$ cat src/rtl/dram_seq_pkg.sv
package dram_seq_pkg;

  typedef enum logic [2:0] {
    ST_IDLE,
    ST_FAULT,
    ST_PRECH,
    ST_OPEN,
    ST_BURST
  } seqState_t;

  // strobes from control to datapath
  typedef struct packed {
    logic       capture;    // latch decoded request
    logic       precharge;  // hold target row strobe inactive
    logic       activate;   // record new open row for target
    logic       casOn;      // assert target column strobe
    logic       selCol;     // drive column onto the address bus
    logic [1:0] beat;       // current beat index
  } seqStrobe_t;

  // ranks contributed by one slot population code
  function automatic logic [2:0] ranksOf(input logic [1:0] code);
    case (code)
      2'd0:    ranksOf = 3'd0;
      2'd1:    ranksOf = 3'd1;
      default: ranksOf = 3'd2;
    endcase
  endfunction

endpackage

$ cat src/rtl/dram_seq_datapath.sv
module dram_seq_datapath
  import dram_seq_pkg::*;
#(
  parameter int ROW_W          = 11,
  parameter int COL_W          = 10,
  parameter int WORD_BYTES_LOG = 3,
  parameter int BANK_LIMIT_LOG = 27,
  localparam int ADDR_W        = COL_W + ROW_W + 3,
  localparam int DA_W          = (ROW_W > COL_W) ? ROW_W : COL_W
) (
  input  logic              clk,
  input  logic              rstN,
  input  logic [ADDR_W-1:0] reqAddr,
  input  logic [7:0]        cfgSlotSides,
  input  logic [1:0]        cfgPrimSlot,
  input  seqStrobe_t        strb,
  output logic              decodeErr,
  output logic              decodeHit,
  output logic [7:0]        rasN,
  output logic [7:0]        casN,
  output logic [DA_W-1:0]   dramAddr
);

  localparam int NUM_RANKS      = 8;
  localparam int RANK_BYTES_LOG = ROW_W + COL_W + WORD_BYTES_LOG;
  localparam int LIMIT_SHIFT    = BANK_LIMIT_LOG - RANK_BYTES_LOG;
  localparam int MAX_RANKS      = (LIMIT_SHIFT >= 2) ? 4 :
                                  (LIMIT_SHIFT == 1) ? 2 :
                                  (LIMIT_SHIFT == 0) ? 1 : 0;

  // request field split
  logic             bankSel;
  logic [1:0]       logRank;
  logic [ROW_W-1:0] rowIn;
  logic [COL_W-1:0] colIn;

  assign bankSel = reqAddr[ADDR_W-1];
  assign logRank = reqAddr[ADDR_W-2 -: 2];
  assign rowIn   = reqAddr[COL_W +: ROW_W];
  assign colIn   = reqAddr[COL_W-1:0];

  // rank decode with primary-slot ordering and bank clamp
  logic       primSlot;
  logic [2:0] primBase, secBase;
  logic [2:0] primCnt, secCnt, popCnt, usableCnt, restIdx;
  logic       physSlot, physSide;
  logic [2:0] physRank;

  always_comb begin
    primSlot  = cfgPrimSlot[bankSel];
    primBase  = {bankSel, primSlot, 1'b0};
    secBase   = {bankSel, ~primSlot, 1'b0};
    primCnt   = ranksOf(cfgSlotSides[primBase +: 2]);
    secCnt    = ranksOf(cfgSlotSides[secBase +: 2]);
    popCnt    = primCnt + secCnt;
    usableCnt = (popCnt > 3'(MAX_RANKS)) ? 3'(MAX_RANKS) : popCnt;
    decodeErr = ({1'b0, logRank} >= usableCnt);
    restIdx   = {1'b0, logRank} - primCnt;
    if ({1'b0, logRank} < primCnt) begin
      physSlot = primSlot;
      physSide = logRank[0];
    end else begin
      physSlot = ~primSlot;
      physSide = restIdx[0];
    end
    physRank = {bankSel, physSlot, physSide};
  end

  // open-row table, one entry per physical rank
  logic [NUM_RANKS-1:0] openVld;
  logic [ROW_W-1:0]     openRow [NUM_RANKS];

  assign decodeHit = openVld[physRank] && (openRow[physRank] == rowIn);

  // latched target of the running access
  logic [2:0]       tgtRank;
  logic [ROW_W-1:0] tgtRow;
  logic [COL_W-1:0] tgtCol;

  always_ff @(posedge clk) begin
    if (!rstN) begin
      tgtRank <= '0;
      tgtRow  <= '0;
      tgtCol  <= '0;
    end else if (strb.capture) begin
      tgtRank <= physRank;
      tgtRow  <= rowIn;
      tgtCol  <= colIn;
    end
  end

  always_ff @(posedge clk) begin
    if (!rstN) begin
      openVld <= '0;
      for (int i = 0; i < NUM_RANKS; i++) openRow[i] <= '0;
    end else if (strb.activate) begin
      openVld[tgtRank] <= 1'b1;
      openRow[tgtRank] <= tgtRow;
    end
  end

  // per-rank strobe generation
  for (genvar g = 0; g < NUM_RANKS; g++) begin : g_strobe
    assign rasN[g] = ~(openVld[g] && !(strb.precharge && (tgtRank == 3'(g))));
    assign casN[g] = ~(strb.casOn && (tgtRank == 3'(g)));
  end

  // address multiplexer with wrapping beat column
  logic [DA_W-1:0] rowExt, colExt;
  logic [1:0]      colLow;

  always_comb begin
    colLow              = tgtCol[1:0] + strb.beat;
    rowExt              = '0;
    rowExt[ROW_W-1:0]   = tgtRow;
    colExt              = '0;
    colExt[COL_W-1:0]   = {tgtCol[COL_W-1:2], colLow};
    dramAddr            = strb.selCol ? colExt : rowExt;
  end

  assert_single_cas_R7: assert property (@(posedge clk) disable iff (!rstN)
    $onehot0(~casN));

  assert_row_open_on_cas_R4: assert property (@(posedge clk) disable iff (!rstN)
    strb.casOn |-> !rasN[tgtRank]);

endmodule

$ cat src/rtl/dram_seq_ctrl.sv
module dram_seq_ctrl
  import dram_seq_pkg::*;
#(
  parameter int PRE_CLKS = 2,
  parameter int ACT_CLKS = 2
) (
  input  logic       clk,
  input  logic       rstN,
  input  logic       reqValid,
  input  logic       decodeErr,
  input  logic       decodeHit,
  input  logic       cfgEdo,
  input  logic       cfgEdoFast,
  input  logic       cfgFpmWait,
  output logic       reqReady,
  output logic       dataValid,
  output logic       respErr,
  output logic [1:0] beatNum,
  output seqStrobe_t strb
);

  localparam int CNT_W = $clog2(PRE_CLKS + ACT_CLKS + 8);

  seqState_t        state;
  logic [CNT_W-1:0] cnt;
  logic [1:0]       beat;
  logic [2:0]       leadSel, burstSel, leadR, burstR;
  logic             accept;

  // page-hit timing pattern: burst window is two clocks shorter than lead-off
  always_comb begin
    if (cfgEdo) leadSel = cfgEdoFast ? 3'd3 : 3'd4;
    else        leadSel = cfgFpmWait ? 3'd5 : 3'd4;
    burstSel = leadSel - 3'd2;
  end

  assign accept = reqValid && (state == ST_IDLE);

  always_ff @(posedge clk) begin
    if (!rstN) begin
      state  <= ST_IDLE;
      cnt    <= '0;
      beat   <= '0;
      leadR  <= 3'd4;
      burstR <= 3'd2;
    end else begin
      case (state)
        ST_IDLE: begin
          if (reqValid) begin
            leadR  <= leadSel;
            burstR <= burstSel;
            beat   <= '0;
            if (decodeErr) begin
              state <= ST_FAULT;
            end else if (decodeHit) begin
              state <= ST_BURST;
              cnt   <= CNT_W'(leadSel) - CNT_W'(1);
            end else begin
              state <= ST_PRECH;
              cnt   <= CNT_W'(PRE_CLKS - 1);
            end
          end
        end
        ST_FAULT: state <= ST_IDLE;
        ST_PRECH: begin
          if (cnt == '0) begin
            state <= ST_OPEN;
            cnt   <= CNT_W'(ACT_CLKS - 1);
          end else begin
            cnt <= cnt - CNT_W'(1);
          end
        end
        ST_OPEN: begin
          if (cnt == '0) begin
            state <= ST_BURST;
            cnt   <= CNT_W'(leadR) - CNT_W'(1);
          end else begin
            cnt <= cnt - CNT_W'(1);
          end
        end
        ST_BURST: begin
          if (cnt == '0) begin
            if (beat == 2'd3) begin
              state <= ST_IDLE;
            end else begin
              beat <= beat + 2'd1;
              cnt  <= CNT_W'(burstR) - CNT_W'(1);
            end
          end else begin
            cnt <= cnt - CNT_W'(1);
          end
        end
        default: state <= ST_IDLE;
      endcase
    end
  end

  always_comb begin
    reqReady       = (state == ST_IDLE);
    respErr        = (state == ST_FAULT);
    dataValid      = (state == ST_BURST) && (cnt == '0);
    beatNum        = beat;
    strb.capture   = accept;
    strb.precharge = (state == ST_PRECH);
    strb.activate  = (state == ST_PRECH) && (cnt == '0);
    strb.casOn     = dataValid;
    strb.selCol    = (state == ST_BURST);
    strb.beat      = beat;
  end

  assert_accept_busy_R9: assert property (@(posedge clk) disable iff (!rstN)
    accept |=> !reqReady);

  assert_fault_short_R3: assert property (@(posedge clk) disable iff (!rstN)
    respErr |=> reqReady);

endmodule

$ cat src/rtl/dram_burst_seq.sv
module dram_burst_seq
  import dram_seq_pkg::*;
#(
  parameter int ROW_W          = 11,
  parameter int COL_W          = 10,
  parameter int WORD_BYTES_LOG = 3,
  parameter int BANK_LIMIT_LOG = 27,
  parameter int PRE_CLKS       = 2,
  parameter int ACT_CLKS       = 2,
  localparam int ADDR_W        = COL_W + ROW_W + 3,
  localparam int DA_W          = (ROW_W > COL_W) ? ROW_W : COL_W
) (
  input  logic              clk,
  input  logic              rstN,
  input  logic              reqValid,
  input  logic [ADDR_W-1:0] reqAddr,
  output logic              reqReady,
  input  logic [7:0]        cfgSlotSides,
  input  logic [1:0]        cfgPrimSlot,
  input  logic              cfgEdo,
  input  logic              cfgEdoFast,
  input  logic              cfgFpmWait,
  output logic [7:0]        rasN,
  output logic [7:0]        casN,
  output logic [DA_W-1:0]   dramAddr,
  output logic              dataValid,
  output logic [1:0]        beatNum,
  output logic              respErr
);

  seqStrobe_t strb;
  logic       decodeErr;
  logic       decodeHit;

  dram_seq_ctrl #(
    .PRE_CLKS (PRE_CLKS),
    .ACT_CLKS (ACT_CLKS)
  ) u_ctrl (
    .clk        (clk),
    .rstN       (rstN),
    .reqValid   (reqValid),
    .decodeErr  (decodeErr),
    .decodeHit  (decodeHit),
    .cfgEdo     (cfgEdo),
    .cfgEdoFast (cfgEdoFast),
    .cfgFpmWait (cfgFpmWait),
    .reqReady   (reqReady),
    .dataValid  (dataValid),
    .respErr    (respErr),
    .beatNum    (beatNum),
    .strb       (strb)
  );

  dram_seq_datapath #(
    .ROW_W          (ROW_W),
    .COL_W          (COL_W),
    .WORD_BYTES_LOG (WORD_BYTES_LOG),
    .BANK_LIMIT_LOG (BANK_LIMIT_LOG)
  ) u_dp (
    .clk          (clk),
    .rstN         (rstN),
    .reqAddr      (reqAddr),
    .cfgSlotSides (cfgSlotSides),
    .cfgPrimSlot  (cfgPrimSlot),
    .strb         (strb),
    .decodeErr    (decodeErr),
    .decodeHit    (decodeHit),
    .rasN         (rasN),
    .casN         (casN),
    .dramAddr     (dramAddr)
  );

  assert_err_quiet_R3: assert property (@(posedge clk) disable iff (!rstN)
    respErr |-> ((&casN) && (rasN == $past(rasN))));

  assert_valid_cas_R7: assert property (@(posedge clk) disable iff (!rstN)
    dataValid |-> ($countones(~casN) == 1));

  assert_idle_no_cas_R7: assert property (@(posedge clk) disable iff (!rstN)
    reqReady |-> (&casN));

  assert_last_beat_ready_R9: assert property (@(posedge clk) disable iff (!rstN)
    (dataValid && (beatNum == 2'd3)) |=> reqReady);

endmodule

$ cat config.mk
export PLATFORM = sky130hd
export DESIGN_NAME = dram_burst_seq
export DESIGN_NICKNAME = d
export VERILOG_FILES = /design/src/rtl/dram_seq_pkg.sv /design/src/rtl/dram_seq_datapath.sv /design/src/rtl/dram_seq_ctrl.sv /design/src/rtl/dram_burst_seq.sv
export SDC_FILE = /design/constraint.sdc
export NUM_CORES = 1
export LEC_CHECK = 0
export ABC_AREA = 1
export ABC_CLOCK_PERIOD_IN_PS = 3080
export BUFFER_PORTS_ARGS = -buffer_cell sky130_fd_sc_hd__buf_2
export CORE_UTILIZATION = 55
export CTS_BUF_LIST = sky130_fd_sc_hd__clkbuf_4
export CTS_CLUSTER_SIZE = 30
export DETAILED_ROUTE_END_ITERATION = 6
export PLACE_DENSITY = 0.74
export SETUP_SLACK_MARGIN = 0.4
export SKIP_CTS_REPAIR_TIMING = 1
export SLEW_MARGIN = 5
export SYNTH_ARGS = -nofsm -noshare
export SYNTH_HDL_FRONTEND = slang
export SYNTH_HIERARCHICAL = 1
export SYNTH_SLANG_ARGS = --single-unit
$ cat constraint.sdc
create_clock -name clk -period 3.08 [get_ports clk]
set_clock_uncertainty 0.15 [all_clocks]
set_input_delay 0.154 -clock clk [delete_from_list [all_inputs] [get_ports clk]]
set_output_delay 0.154 -clock clk [all_outputs]
set_load 0.01 [all_outputs]
==> results of run 1 <==
-- Yosys cell counts (7+ instances only) --
library cell,instances
a21oi_1,32
buf_4,9
clkbuf_1,22
clkinv_1,12
dfxtp_1,46
edfxtp_1,88
ha_1,12
inv_1,51
nand2_1,219
nand2_2,16
nand3_1,109
nor2_1,128
nor3_1,10
o21ai_0,44
xor2_1,7
-- layout make-up --
type	count	area share
diodes	1	0.0002784
clock buffers	17	0.01420
clock inverters	15	0.02060
inverters	70	0.02979
multi-input cells	613	0.3628
flip-flops and latches	134	0.3965
well taps	168	0.02339
repair buffers	167	0.1524
-- per-stage QoR --
step,cells,hold slack [ns]
after global routing,1184,0.1413
after CTS,1130,-0.3461
final,1185,0.1406
after floorplan,859,0.1389
after detailed placement,1098,0.2324
after global placement,1098,0.2239
-- critical path, cell delays in order --
cell and delay [ns]:
buf_12 0.11, o21ai_4 0.21, a21oi_2 0.08, o21ai_1 0.08, nand2_1 0.13, a221oi_2 0.24
ha_2 0.23, inv_2 0.05, nand2_4 0.11, nand2_8 0.09, nand2_4 0.12, nand2_4 0.10
buf_12 0.16, clkbuf_16 0.15, nand2_2 0.07, nand3_1 0.08, nand3_2 0.08, nand2_2 0.06
xor2_1 0.14, nor2_1 0.11, nand2_2 0.07, nor2_4 0.20, nor3b_2 0.20, nor3_1 0.06
nor3_1 0.16
-- sequential cells by signal, summed over array words and instances, names as in the netlist, 3 cells and up --
name and flops:
u_ctrl/state 3, u_dp/openRow 88, u_dp/tgtCol 10, u_dp/openVld 8
u_ctrl/cnt 4, u_dp/tgtRank 3, u_dp/rowExt 11, u_ctrl/leadR 3
-- final timing paths --
kind / startpoint / to / slack [ns]
hold / removal: reqAddr[21] / u_dp/tgtRank[0] / 0.14
setup / recovery: reqAddr[23] / u_ctrl/state[2] / 0.11
hold reg to reg: u_dp/openVld[6] / u_dp/openVld[6] / 0.32
setup reg to reg: u_ctrl/state[1] / u_dp/tgtCol[2] / 0.49
-- power by group --
group	switching [mW]	internal [mW]	total [mW]
clock	0.644	0.633	1.28
combinational	1.71	1.01	2.72
sequential	0.159	2.15	2.31
-- layout by cell type, fill, tap and decap left out, types with 3 or more instances in the layout --
| cell | n |
|---|---|
| o21ai_1 | 6 |
| buf_12 | 7 |
| nor2_4 | 5 |
| nand3_2 | 25 |
| clkinvlp_4 | 3 |
| buf_6 | 5 |
| nand3_1 | 82 |
| buf_2 | 69 |
| clkinv_1 | 16 |
| clkbuf_4 | 17 |
| o22ai_1 | 3 |
| inv_2 | 7 |
| o21ai_0 | 42 |
| nand2_8 | 4 |
| nor2_2 | 3 |
| xor2_1 | 7 |
| nor3_1 | 10 |
| nand2_2 | 26 |
| clkbuf_16 | 4 |
| inv_1 | 49 |
| a21oi_2 | 7 |
| nand2_4 | 11 |
| nand2_1 | 201 |
| edfxtp_1 | 88 |
| buf_4 | 39 |
| a21oi_1 | 28 |
| dfxtp_1 | 46 |
| nand3_4 | 3 |
| bufinv_16 | 4 |
| ha_1 | 11 |
| nor2_1 | 125 |
| dlygate4sd3_1 | 42 |
-- logic make-up (layout without fill, tap and decap cells) --
group	after synthesis	in the layout	synth area share
AO/OA/AOI/OAI	94	94	0.07422
XOR/XNOR	8	8	0.01001
adder cells (fa/ha/maj)	13	13	0.02432
buffers and inverters	113	269	0.07224
flip-flops	134	134	0.5093
other	0	1	0
AND/OR/NAND/NOR	497	498	0.3099
-- layer usage --
metal  track usage  up-vias  part of all wire
met2        0.4651      328              0.48
li1              -     3120                 -
met4        0.1056        0             0.025
met3       0.06115       40             0.073
met1        0.4060     3054              0.43
met5             0        -                 0
==> results.cfg, run 1 <==
[placed_design]
gp_congestion = 0.9674
dp_hpwl_um = 12840
placed_area_um2 = 7747
pre_cts_slack_ns = -0.3917
portBuffers = 71

[synthesis]
synthesis.nets = 912
synth_edf_count = 88
yosys_most_used_dff = edfxtp_1
syn_area_um2 = 6997
ys_async_sr_fraction = 0
syn-instance-count = 859
ys_types = 39
syn_avg_cell_area_um2 = 8.145
yosysSeqAreaShare = 0.5093
synth_area_leader_cell = edfxtp_1
yosysWarningCount = 6
synthTopCellsByArea = edfxtp_1 38%, dfxtp_1 13%, nand2_1 12%
synth-seq-cells = 134
yosysTopAreaCellShare = 0.3777

[routing]
drc = 0
dr.pass1.iters = 5
wl_per_cell_um = 17.11
ant_nets = 0
vias = 6542
drt-total-wl_um = 20270
drt-vias-per-instance = 5.521
drtIter0Drc = 590

[clocking]
clk_pin_slew_ns = 0.12
cts_buffers = 17
worstSkewPairLatency_ns = 0.53
cts_sinks = 134
clockRootBuffer = clkbuf_4
clk_path_buf_depth = 2
htree_levels = 4
tritoncts = done

[timing]
hold_viol = 0
fin_crit_ns = 2.966
finalSetupTns_ns = 0
rsz0062_at_grt = true
finalSetupViolCount = 0
maxSlewHeadroom = 0.5599
min_period_over_period = 0.9629
layout_setup_ws_ns = 0.1142
fmax_mhz = 337.2
worst_pin_slew_ns = 0.6586
maxSlewViolCount = 0

[final_layout]
layout.nets = 1056
register_area_um2 = 3563
nFillCells = 919
multiInputGateArea_um2 = 3261
drive_above_1_share = 0.2500
final_util = 0.7360
synthToLayoutAreaGrowth_pct = 28.45
finalInstanceArea_um2 = 8987

[global_routing]
grt_pass1_vias = 5799
grt_start_max_net_pins = 32
antenna_found_initial = 0
grt_usage = 0.2948
grt_pass1_wl_um = 29190
gr-total-overflow = 0

[setup_path]
endpoint_kind = flop
crit_arrival_ns = 3.28
cp.required_ns = 3.39
start_kind = primary input
cp_max_fo = 8
critical_path_class = primary input to flop
rr_worst_depth = 7

[run_status]
status = finished, final reports clean

[min_path]
whs_path_depth = 6
min_path_type = primary input to flop

[floorplan]
io_pins = 72
core_um2 = 12210
dieArea_um2 = 13180
fp.dieH_um = 114.8
row_count = 40
fp.dieW_um = 114.8
start_util = 0.5730

[pwr]
power_mw = 6.311
power.leakage_nw = 3.846
ir_drop_mv = 0.5791
power_density_nw_per_um2 = 702.2

[job]
maxCapViolations = 0
Note: power is estimated with default switching activity, not from simulation.
==> run 2: changes to the inputs <==
--- a/config.mk
+++ b/config.mk
@@ -7,11 +7,11 @@
 export LEC_CHECK = 0
 export ABC_AREA = 1
-export ABC_CLOCK_PERIOD_IN_PS = 3080
+export ABC_CLOCK_PERIOD_IN_PS = 2890
 export BUFFER_PORTS_ARGS = -buffer_cell sky130_fd_sc_hd__buf_2
-export CORE_UTILIZATION = 55
+export CORE_UTILIZATION = 60
 export CTS_BUF_LIST = sky130_fd_sc_hd__clkbuf_4
 export CTS_CLUSTER_SIZE = 30
 export DETAILED_ROUTE_END_ITERATION = 6
-export PLACE_DENSITY = 0.74
+export PLACE_DENSITY = 0.77
 export SETUP_SLACK_MARGIN = 0.4
 export SKIP_CTS_REPAIR_TIMING = 1
==> constraint.sdc (replaced) <==
create_clock -name clk -period 2.89 [get_ports clk]
set_clock_uncertainty 0.15 [all_clocks]
set_input_delay 0.4335 -clock clk [delete_from_list [all_inputs] [get_ports clk]]
set_output_delay 0.4335 -clock clk [all_outputs]
set_load 0.01 [all_outputs]
==> run 2 against run 1 <==
- the run now ends with setup timing left
- register-to-register slack is essentially flat
- via count is 1.3% higher
- worst hold slack lost 0.12 ns
- die area shrank 8.2%
- critical path depth increased by 2
- non-clock buffer count is 35 lower
- sequential power up 7%
- first-iteration DRC count increased by 9.3%
- setup slack got worse by 0.51 ns
==> results.cfg, run 2 (synthesis results as in run 1) <==
[run_status]
status = complete, but fails checks
failed_checks = setup timing

[routing]
dr.pass1.iters = 6
drt-vias-per-instance = 5.892
drc = 0
vias = 6629
drtIter0Drc = 645
drt-total-wl_um = 20360
ant_nets = 0
wl_per_cell_um = 18.10

[global_routing]
grt_use_met1 = 0.4412
grt_usage = 0.3315
grt_start_max_net_pins = 35
top_usage_layer = met2
grt.met3_usage = 0.07055
met2_usage = 0.5268
gr-total-overflow = 0
grt_pass1_wl_um = 29480
antenna_found_initial = 0
grt_pass1_vias = 5977

[placed_design]
placed_area_um2 = 7687
dp.cells = 1072
gp_congestion = 0.9970
portBuffers = 71
dp_hpwl_um = 13460

[timing]
layout_setup_ws_ns = -0.3957
hold_slack_ns = 0.02264
finalSetupViolCount = 6
fmax_mhz = 304.3
min_period_over_period = 1.137
worst_pin_slew_ns = 0.5998
maxSlewHeadroom = 0.5997
rsz0062_at_grt = true
finalSetupTns_ns = -2.059
fin_crit_ns = 3.286
maxSlewViolCount = 0
hold_viol = 0

[setup_path]
critical_path_class = primary input to flop
ff2ff_setup_slack_ns = 0.49
rr_worst_depth = 9
crit_arrival_ns = 3.59
start_kind = primary input
cp.required_ns = 3.19
cp_max_fo = 7
r2r_start = u_ctrl/state[2]
endpoint = u_ctrl/cnt[0]
endpoint_kind = flop
r2r_end = u_dp/openRow[0][7]
crit_path_start = reqAddr[23]

[clocking]
clk_path_buf_depth = 2
cts_buffers = 17
clockRootBuffer = clkbuf_4
tritoncts = done
worstSkewPairLatency_ns = 0.55
cts_sinks = 134
clk_pin_slew_ns = 0.11
htree_levels = 4

[final_layout]
layout.nets = 1022
finalInstanceArea_um2 = 8481
largest_register_ffs = 88
nFillCells = 823
stdcell_count = 1125
drive_above_1_share = 0.2403
regMostFlops = u_dp/openRow
layout_commonest_cell = nand2_1
final_cell_mix = 209 x nand2_1, 126 x nor2_1, 101 x nand3_1, 88 x edfxtp_1, 69 x buf_2
synthToLayoutAreaGrowth_pct = 21.21
insertedDiodeCount = 0

[floorplan]
io_pins = 72
fp.dieH_um = 110.0
dieArea_um2 = 12100
core_um2 = 11370
fp.dieW_um = 110.0
start_util = 0.6154
row_count = 39

[min_path]
min_path_type = primary input to flop

[pwr]
power.leakage_nw = 3.601
ir_drop_mv = 0.5236
power_density_nw_per_um2 = 757.1
power_mw = 6.421

[job]
maxCapViolations = 0
-- run 2: layer usage --
metal	up-vias	wire (um)
met5	-	0
met4	0	764
met3	73	1965
met2	401	9643
met1	3103	7988
li1	3052	-
-- run 2: power breakdown --
group | switching, mW | internal, mW | total [mW]
logic | 1.88 | 0.969 | 2.85
registers | 0.180 | 2.30 | 2.48
clock network | 0.658 | 0.436 | 1.09
-- run 2: final cells by class --
class / count / area, um2 / share of cell area
multi-input combinational: 614 / 3219 / 0.3796
clock buffer: 20 / 150.1 / 0.01770
timing repair buffer: 132 / 1006 / 0.1186
tap: 143 / 178.9 / 0.02110
sequential: 134 / 3566 / 0.4205
inverter: 70 / 272.8 / 0.03216
clock inverter: 12 / 87.58 / 0.01033
-- run 2: through the flow --
step	setup WS (ns)	utilization
2_1_floorplan	-0.3440	-
3_3_place_gp	-0.6874	0.6761
3_5_place_dp	-0.9920	0.6761
4_1_cts	-0.4084	0.6970
5_1_grt	-0.5126	0.7459
6_report	-0.3957	0.7459
-- run 2: critical path, stage by stage --
cell and delay, ns:
buf_12 0.11, o21ai_4 0.21, a21oi_2 0.08, o21ai_1 0.10
nand2_2 0.11, a221oi_2 0.27, ha_2 0.24, inv_2 0.05
nand2_4 0.08, nand2_4 0.09, nand2_4 0.13, nand2_8 0.09
buf_12 0.15, buf_6 0.12, nand2_2 0.06, nand3_2 0.06
nand3_2 0.06, nand2_2 0.06, xor2_1 0.16, nor2_1 0.15
nand2_1 0.12, nor2_4 0.21, buf_12 0.14, nand2_2 0.04
nand2_1 0.05, a21boi_2 0.16, a21oi_2 0.07
-- run 2: worst min path at each step --
stage,start,endpoint,cells after the start
final,reqAddr[14],u_dp/rowExt[4],3
after global routing,reqAddr[11],u_dp/rowExt[1],3
after CTS,reqAddr[8],u_dp/tgtCol[8],3
after detailed placement,u_dp/openVld[2],u_dp/openVld[2],2
after global placement,u_dp/openVld[2],u_dp/openVld[2],2
after floorplan,u_dp/openVld[0],u_dp/openVld[0],2
==> run 3: changes to the inputs <==
- ABC_CLOCK_PERIOD_IN_PS: 2890 -> 2850
- CORE_UTILIZATION: 60 -> 55
- PLACE_DENSITY: 0.77 -> 0.86
- clock period: 2.89 -> 2.85 ns (I/O delays scaled with it)
==> run 3 against run 2 <==
- the run ends with hold timing, setup timing left
- combinational power grew 2%
- design area grew 2.2%
- worst hold slack lost 0.039 ns
- highest routed layer unchanged
- sequential power grew 2%
- first-iteration DRC count grew 52%
- register-to-register slack gained 0.02 ns
- wire length grew 0.83%
- setup slack gained 0.080 ns
- utilization shrank 3.6 points
- via count grew 1.1%
- sequential share of layout area shrank 0.89 points
- critical path depth shrank 1
==> results.cfg, run 3 (synthesis results as in run 1) <==
[job]
maxCapViolations = 0

[timing]
hold_slack_ns = -0.01600
layout_setup_ws_ns = -0.3157
min_period_over_period = 1.111
fmax_mhz = 315.9
maxSlewHeadroom = 0.6117
worst_pin_slew_ns = 0.5810
finalSetupViolCount = 6
maxSlewViolCount = 0
hold_viol = 1
rsz0062_at_grt = true
fin_crit_ns = 3.166

[final_layout]
layout.nets = 1027
regMostFlops = u_dp/openRow
synthToLayoutAreaGrowth_pct = 23.87
nFillCells = 865
drive_above_1_share = 0.2594
largest_register_ffs = 88
multiInputGateArea_um2 = 3287
layout_commonest_cell = nand2_1
finalInstanceArea_um2 = 8667
register_area_um2 = 3567
final_cell_mix = 206 x nand2_1, 125 x nor2_1, 89 x nand3_1, 88 x edfxtp_1, 69 x buf_2
stdcell_count = 1156
final_util = 0.7097

[routing]
drtIter0Drc = 979
drt-total-wl_um = 20530
wl_per_cell_um = 17.76
drt-vias-per-instance = 5.798
dr.pass1.iters = 7
ant_nets = 0
vias = 6702
drc = 0

[setup_path]
crit_slowest_cell = a221oi_2
critical_path_class = primary input to flop
start_kind = primary input
crit_path_max_incr_delay_ns = 0.23
crit_top_cell = nand2_1
cp.required_ns = 3.16
endpoint_kind = flop
cp_max_fo = 7
crit_arrival_ns = 3.47

[pwr]
switchingPower_mw = 2.818
swShare = 0.4172
p_int_mw = 3.936
power.leakage_nw = 3.668
ir_drop_mv = 0.4940
pwr-share-seq = 0.373
comb_power_share = 0.433
clockPowerShare = 0.194
power_density_nw_per_um2 = 779.3

[min_path]
min_path_type = primary input to flop

[run_status]
failed_checks = hold timing, setup timing
status = complete, but fails checks

[clocking]
cts_buffers = 17
tritoncts = done
worstSkewPairLatency_ns = 0.52
clk_pin_slew_ns = 0.12
cts_sinks = 134
clockRootBuffer = clkbuf_4
htree_levels = 4
clk_path_buf_depth = 2

[floorplan]
dieArea_um2 = 13180
io_pins = 72
fp.dieW_um = 114.8
row_count = 40
core_um2 = 12210
start_util = 0.5730
fp.dieH_um = 114.8

[global_routing]
grt_pass1_wl_um = 28390
grt_usage = 0.2831
grt_pass1_vias = 5859
grt_start_max_net_pins = 50
gr-total-overflow = 0
antenna_found_initial = 1

[placed_design]
dp_hpwl_um = 12640
portBuffers = 71
placed_area_um2 = 7731
gp_congestion = 0.9401
dp.cells = 1102
## run 3: final cells by class
class                   count  share of cell area
diodes                      1           0.0002887
clock buffers              18             0.01559
clock inverters            14             0.01848
inverters                  70             0.03205
multi-input cells         613              0.3792
flip-flops and latches    134              0.4116
well taps                 168             0.02425
repair buffers            138              0.1185
## run 3: critical path: cells and delay by family
family / cells / cell delay, ns
adders and majority gates: 1 / 0.23
AOI/OAI and AO/OA: 4 / 0.60
buffers and inverters: 4 / 0.44
and+or+nand+nor: 17 / 1.76
## run 3: layer usage
| metal | part of all wire | global-route usage |
|---|---|---|
| met2 | 0.48 | 0.4727 |
| met4 | 0.038 | 0.1351 |
| met1 | 0.36 | 0.3525 |
| met5 | 0 | 0 |
| met3 | 0.12 | 0.06115 |
## run 3: stage by stage
stage	hold WS [ns]	total power, mW	setup TNS (ns)	worst slack, ns
after floorplan	0.2820	4.298	-2.068	-0.3780
after global placement	0.2958	4.955	-4.271	-0.6800
after detailed placement	0.3049	5.021	-5.303	-0.8482
after CTS	-0.04368	6.307	-1.697	-0.3180
after global routing	0.005790	7.111	-2.638	-0.4668
final	-0.01600	6.754	-1.736	-0.3157
## run 3: power by group through the flow
stage               combinational (mW)  sequential, mW  clock (mW)
floorplan                         1.80            2.50           0
global placement                  2.43            2.52           0
detailed placement                2.48            2.54           0
CTS                               2.50            2.49        1.31
global route                      3.16            2.55        1.40
finish                            2.92            2.52        1.31
## run 3: worst paths after layout
kind	endpoint	depth (start not counted)	from	slack [ns]
worst max-delay path	u_ctrl/state[2]	26	reqAddr[23]	-0.32
worst min-delay path	u_dp/tgtCol[5]	3	reqAddr[5]	-0.02
worst max register to register	u_dp/openRow[0][6]	9	u_ctrl/state[2]	0.51
worst min register to register	u_dp/openVld[7]	2	u_dp/openVld[7]	0.33
